$ cat config.mk
export PLATFORM = sky130hd
export DESIGN_NAME = label_match_engine
export DESIGN_NICKNAME = d
export VERILOG_FILES = /design/src/rtl/lm_pkg.sv /design/src/rtl/lm_table.sv /design/src/rtl/lm_inbuf.sv /design/src/rtl/lm_scanner.sv /design/src/rtl/label_match_engine.sv
export SDC_FILE = /design/constraint.sdc
export NUM_CORES = 2
export LEC_CHECK = 0
export BUFFER_PORTS_ARGS = -buffer_cell sky130_fd_sc_hd__buf_4
export CAP_MARGIN = 25
export CORE_MARGIN = 3
export CORE_UTILIZATION = 30
export CTS_CLUSTER_SIZE = 14
export DETAILED_ROUTE_END_ITERATION = 7
export PLACE_DENSITY_LB_ADDON = 0.05
export SLEW_MARGIN = 20
export SYNTH_ARGS = -nofsm -noshare
export SYNTH_HDL_FRONTEND = slang
export SYNTH_SLANG_ARGS = --single-unit
$ cat constraint.sdc
create_clock -name clk -period 3.7 [get_ports clk]
set_input_delay 0.555 -clock clk [delete_from_list [all_inputs] [get_ports clk]]
set_output_delay 0.555 -clock clk [all_outputs]
set_load 0.05 [all_outputs]
$ cat src/rtl/lm_pkg.sv
package lm_pkg;

    localparam int LBL_W  = 8;
    localparam int SD_W   = 2;
    localparam int CH_W   = 2;
    localparam int ENT_W  = 16;

    // bit layout decoded by the downstream store and interrupt logic
    typedef struct packed {
        logic [1:0]       irq;
        logic [CH_W-1:0]  chan;
        logic             to_fifo;
        logic             sd_any;
        logic [SD_W-1:0]  sd;
        logic [LBL_W-1:0] label;
    } entry_t;

    typedef struct packed {
        logic [LBL_W-1:0] label;
        logic [SD_W-1:0]  sd;
        logic [CH_W-1:0]  chan;
        logic             all_call;
    } rxword_t;

    function automatic logic entry_hits(entry_t e, rxword_t w);
        logic lbl_ok, sd_ok, ch_ok;
        lbl_ok = (e.label == '0) || (e.label == w.label);
        sd_ok  = e.sd_any || (e.sd == w.sd) || (w.all_call && (w.sd == '0));
        ch_ok  = (e.chan == w.chan);
        return lbl_ok && sd_ok && ch_ok;
    endfunction

endpackage

$ cat src/rtl/lm_table.sv
module lm_table
    import lm_pkg::*;
#(
    parameter int N_ENTRY = 128,
    localparam int IDX_W  = $clog2(N_ENTRY)
) (
    input  logic             clk,
    input  logic             rst,
    input  logic             we,
    input  logic [IDX_W-1:0] waddr,
    input  logic [ENT_W-1:0] wdata,
    input  logic [IDX_W-1:0] raddr,
    output entry_t           rdata
);
    logic [ENT_W-1:0] mem [N_ENTRY];

    always_ff @(posedge clk) begin
        if (rst) begin
            for (int i = 0; i < N_ENTRY; i++) mem[i] <= '0;
        end else if (we) begin
            mem[waddr] <= wdata;
        end
    end

    assign rdata = entry_t'(mem[raddr]);
endmodule

$ cat src/rtl/lm_inbuf.sv
module lm_inbuf
    import lm_pkg::*;
(
    input  logic    clk,
    input  logic    rst,
    input  logic    in_valid,
    input  rxword_t in_word,
    input  logic    take,
    output logic    full,
    output rxword_t word
);
    always_ff @(posedge clk) begin
        if (rst) begin
            full <= 1'b0;
            word <= '0;
        end else if (!full) begin
            if (in_valid) begin
                full <= 1'b1;
                word <= in_word;
            end
        end else if (take) begin
            full <= 1'b0;
        end
    end


    accept_fills_chk: assert property (@(posedge clk) disable iff (rst)
        (in_valid && !full) |=> full);


    held_word_stable_chk: assert property (@(posedge clk) disable iff (rst)
        (full && !take) |=> (full && $stable(word)));
endmodule

$ cat src/rtl/lm_scanner.sv
module lm_scanner
    import lm_pkg::*;
#(
    parameter int N_ENTRY = 128,
    localparam int IDX_W  = $clog2(N_ENTRY),
    localparam logic [IDX_W-1:0] LAST = IDX_W'(N_ENTRY - 1)
) (
    input  logic             clk,
    input  logic             rst,
    input  logic             word_ready,
    input  rxword_t          word_in,
    output logic             take,
    input  entry_t           entry,
    output logic [IDX_W-1:0] idx,
    output logic             res_valid,
    output logic             res_hit,
    output logic [IDX_W-1:0] res_index,
    output logic             res_fifo,
    output logic [1:0]       res_irq
);
    logic    scanning;
    rxword_t cur;
    logic    hit_now;

    assign take    = word_ready && !scanning;
    assign hit_now = entry_hits(entry, cur);

    always_ff @(posedge clk) begin
        if (rst) begin
            scanning  <= 1'b0;
            idx       <= '0;
            cur       <= '0;
            res_valid <= 1'b0;
            res_hit   <= 1'b0;
            res_index <= '0;
            res_fifo  <= 1'b0;
            res_irq   <= '0;
        end else begin
            res_valid <= 1'b0;
            if (!scanning) begin
                if (take) begin
                    scanning <= 1'b1;
                    idx      <= '0;
                    cur      <= word_in;
                end
            end else if (hit_now) begin
                scanning  <= 1'b0;
                res_valid <= 1'b1;
                res_hit   <= 1'b1;
                res_index <= idx;
                res_fifo  <= entry.to_fifo;
                res_irq   <= entry.irq;
            end else if (idx == LAST) begin
                scanning  <= 1'b0;
                res_valid <= 1'b1;
                res_hit   <= 1'b0;
                res_index <= '0;
                res_fifo  <= 1'b0;
                res_irq   <= '0;
            end else begin
                idx <= idx + 1'b1;
            end
        end
    end


    strobe_single_chk: assert property (@(posedge clk) disable iff (rst)
        res_valid |=> !res_valid);


    scan_from_zero_chk: assert property (@(posedge clk) disable iff (rst)
        $rose(scanning) |-> (idx == '0));


    result_after_scan_chk: assert property (@(posedge clk) disable iff (rst)
        res_valid |-> !scanning);


    miss_quiet_chk: assert property (@(posedge clk) disable iff (rst)
        (res_valid && !res_hit) |-> (!res_fifo && res_irq == 2'b00 && res_index == '0));
endmodule

$ cat src/rtl/label_match_engine.sv
module label_match_engine
    import lm_pkg::*;
#(
    parameter int N_ENTRY = 128,
    parameter int N_CHAN  = 4,
    localparam int IDX_W  = $clog2(N_ENTRY)
) (
    input  logic              clk,
    input  logic              rst,
    input  logic              host_we,
    input  logic [IDX_W-1:0]  host_addr,
    input  logic [15:0]       host_wdata,
    input  logic [N_CHAN-1:0] allcall_en,
    input  logic              in_valid,
    input  logic [7:0]        in_label,
    input  logic [1:0]        in_sd,
    input  logic [1:0]        in_chan,
    output logic              busy,
    output logic              res_valid,
    output logic              res_hit,
    output logic [IDX_W-1:0]  res_index,
    output logic              res_fifo,
    output logic [1:0]        res_irq
);
    rxword_t          in_word, held;
    logic             take;
    logic [IDX_W-1:0] scan_idx;
    entry_t           cur_entry;

    always_comb begin
        in_word.label    = in_label;
        in_word.sd       = in_sd;
        in_word.chan     = in_chan;
        in_word.all_call = allcall_en[in_chan];
    end

    lm_table #(.N_ENTRY(N_ENTRY)) u_table (
        .clk   (clk),
        .rst   (rst),
        .we    (host_we),
        .waddr (host_addr),
        .wdata (host_wdata),
        .raddr (scan_idx),
        .rdata (cur_entry)
    );

    lm_inbuf u_inbuf (
        .clk      (clk),
        .rst      (rst),
        .in_valid (in_valid),
        .in_word  (in_word),
        .take     (take),
        .full     (busy),
        .word     (held)
    );

    lm_scanner #(.N_ENTRY(N_ENTRY)) u_scan (
        .clk        (clk),
        .rst        (rst),
        .word_ready (busy),
        .word_in    (held),
        .take       (take),
        .entry      (cur_entry),
        .idx        (scan_idx),
        .res_valid  (res_valid),
        .res_hit    (res_hit),
        .res_index  (res_index),
        .res_fifo   (res_fifo),
        .res_irq    (res_irq)
    );
endmodule

==> reports/metrics.yaml <==
outcome: "complete, but fails checks"
violations: "setup timing"
syn-num-nets: 6699
synth_seq_area_share: 0.644
vias: 58335
hold_path.class: "in -> reg"
nNetsFinal: 7172
drtIter0Drc: 5688
cts.path.max_buffers: 4
max-cap-violations: 0
maxSlewViolCount: 0
ys_ff_latch: 2102
hold_violations: 0
critPathMaxFanout: 12
dpl.cell_count: 11105
cp_cell_sequence: "buf_12, clkbuf_16, bufbuf_16, mux2i_1, o22ai_1, nor3_1, or4_1, buf_4, mux2i_1, a221oi_1, a31oi_1, and3_4, o211a_4, or4_4, a31oi_1"
crit_slowest_cell: "nor3_1"
finalCriticalPeriod_ns: 4.18
synth_edf_count: 2048
totalWireLength_mm: 385
die_area_um2: 331000
antenna_found_initial: 45
yosysTopAreaCell: "edfxtp_1"
vdd_drop_max_mv: 0.327
cp_slowest_stage_delay_ns: 0.57
max_freq_ghz: 0.239
post-dp-hpwl_mm: 252
die_w_um: 575
fin_ws_ns: -0.483
avgRoutedWirePerCell_um: 33.1
syn_area_um2: 97200
synth.most_common_cell: "and2_1"
synth_ff_type: "edfxtp_1"
fin_cells: 11652
cts_tree: "yes"
grt.total_usage: 0.228
start_util: 0.302
relSlewSlack: 0.279
firstDrtPassIters: 5
die_h_um: 575
synthCells: 6655
h-tree-depth: 5
startpoint_type: "flop"
synth-async-reset-ratio: 0
leakagePower_nw: 40.2
numClockSinks: 2102
grt_pass1_wl_mm: 524
numPortBuffers: 55
synth_top_area_share: 0.633
critical_path_buf_inv_count: 4
fin_crit_sh: 1.13
root_buffer: "clkbuf_16"
finClkSkew_ns: 0.0491
grt_max_degree: 114
crit_type: "reg -> reg"
worst_setup_path_end_kind: "flop"
cp.required_ns: 4.47
grt_pass1_vias: 58537
drc: 0
ys_warn_count: 0
io-pin-count: 56
place.gp.congestion: 0.871
cts_buffers: 265
powerDensity_nw_per_um2: 490
core-area_um2: 322000
rsz0062_at_grt: "yes"
fin_setup_tns_ns: -11.02
multi_input_area_um2: 32100
clkTransAtPathRegs_ns: 0.05
syn_avg_cell_area_um2: 14.6
synthTopCellsByArea: "edfxtp_1 63%, and2_1 13%, mux4_2 8.4%, mux2i_1 4.2%, clkbuf_1 1.8%"
viasPerCell: 5.01
drive_gt1_frac: 0.240
finalSetupViolCount: 27
worst_ep_arrival_time_ns: 4.95
antenna_left: 0
worstMarginPinSlew_ns: 1.08
seqCellArea_um2: 62600
n_fill_cell: 30720
cp_top_family: "simple AND/OR/NAND/NOR gates"
fp-row-count: 208
synth_commonest_cells: "2062 x and2_1, 2048 x edfxtp_1, 460 x clkbuf_1"
synth.distinct_cells: 75
grt-ovfl-total: 0
clk_latency_ns: 0.88
area_growth_pct: 19.9
## cells by family (layout without fill, tap and decap cells)
group / after synthesis / count (layout) / share of synthesized area
xor gates and xnor gates: 15 / 15 / 0.00135
DFF: 2102 / 2102 / 0.644
AOI/OAI and AO/OA: 364 / 364 / 0.0256
other: 0 / 18 / 0
buffers and inverters: 613 / 1287 / 0.0309
adders and majority gates: 1 / 1 / 0.000129
muxes: 787 / 787 / 0.129
and+or+nand+nor: 2773 / 2773 / 0.169
## report_power, final
group | internal (mW) | switching (mW) | total [mW]
registers | 27.3 | 0.370 | 27.6
logic | 1.73 | 2.85 | 4.59
clock network | 14.2 | 10.7 | 24.9
## metrics by stage
step	utilization	hold slack (ns)	power [mW]	area (um^2)	worst slack, ns
final	0.362	0.210	57.1	116000	-0.483
after global placement	0.332	0.444	32.6	107000	-1.39
after CTS	0.360	0.126	57.8	116000	-0.441
after global routing	0.362	0.241	58.9	116000	-0.515
after floorplan	-	0.432	30.3	97200	0.0297
after detailed placement	0.332	0.451	32.6	107000	-1.21
## final cells by class
type | count | share of cell area
Antenna cell | 18 | 0.000387
Clock buffer | 330 | 0.0600
Clock inverter | 138 | 0.00950
Inverter | 11 | 0.000387
Multi-Input combinational cell | 3940 | 0.275
Sequential cell | 2102 | 0.537
Tap cell | 4305 | 0.0462
Timing Repair Buffer | 808 | 0.0707
## timing repair
| action | 4_1_cts | 5_1_grt |
|---|---|---|
| pin swaps | 12 | 22 |
| resized for setup | 79 | 83 |
| endpoints found under the setup margin | 27 | 27 |
| setup buffers | 24 | 18 |
| hold endpoints to repair | 12 | 0 |
| hold buffers | 12 | 0 |
| gates cloned | 6 | 3 |
## flip-flops by register name, indices dropped and copies added, names as in the netlist, named ones only
register          cells
u_inbuf.full          1
u_scan.res_fifo       1
u_scan.res_hit        1
u_scan.scanning       1
u_table.mem        2048
u_scan.idx            7
u_scan.res_index      7
u_scan.res_irq        2
u_scan.res_valid      1
u_inbuf.word         13
u_scan.cur           13
## worst reg2reg max path, cell delays in order (launching register included)
cell,delay [ns]
dfxtp_4,0.42
buf_12,0.18
clkbuf_16,0.26
bufbuf_16,0.32
mux2i_1,0.21
o22ai_1,0.11
nor3_1,0.57
or4_1,0.27
buf_4,0.14
mux2i_1,0.11
a221oi_1,0.26
a31oi_1,0.07
and3_4,0.23
o211a_4,0.28
or4_4,0.49
a31oi_1,0.18
## cells in the final DEF (no fill, tap or decap), drive strengths merged, types with 86 or more instances in the layout
cell type and n:
nand3 86, buf 786, mux2i 403, mux4 367, nor2 187, or2 132
and2 2062, edfxtp 2048, clkinv 115, nand2 146, a22oi 126, clkbuf 334
## path summary, 6_finish.rpt
| check | slack (ns) | start | depth (start not counted) | end |
|---|---|---|---|---|
| max | -0.48 | flop | 15 | flop |
| min | 0.21 | allcall_en[0] | 4 | u_inbuf.word[0] |
| max reg2reg | -0.48 | flop | 15 | flop |
| min reg2reg | 0.46 | u_scan.cur[12] | 2 | u_scan.cur[12] |
## routing by layer
layer | GRT usage | vias up | routed length (um)
met4 | 0.0513 | 2 | 9520
met3 | 0.0239 | 420 | 16900
li1 | - | 25287 | -
met2 | 0.359 | 1532 | 176000
met5 | 0 | - | 7
met1 | 0.339 | 31094 | 183000
No activity file was read; power rests on OpenSTA's default activity.
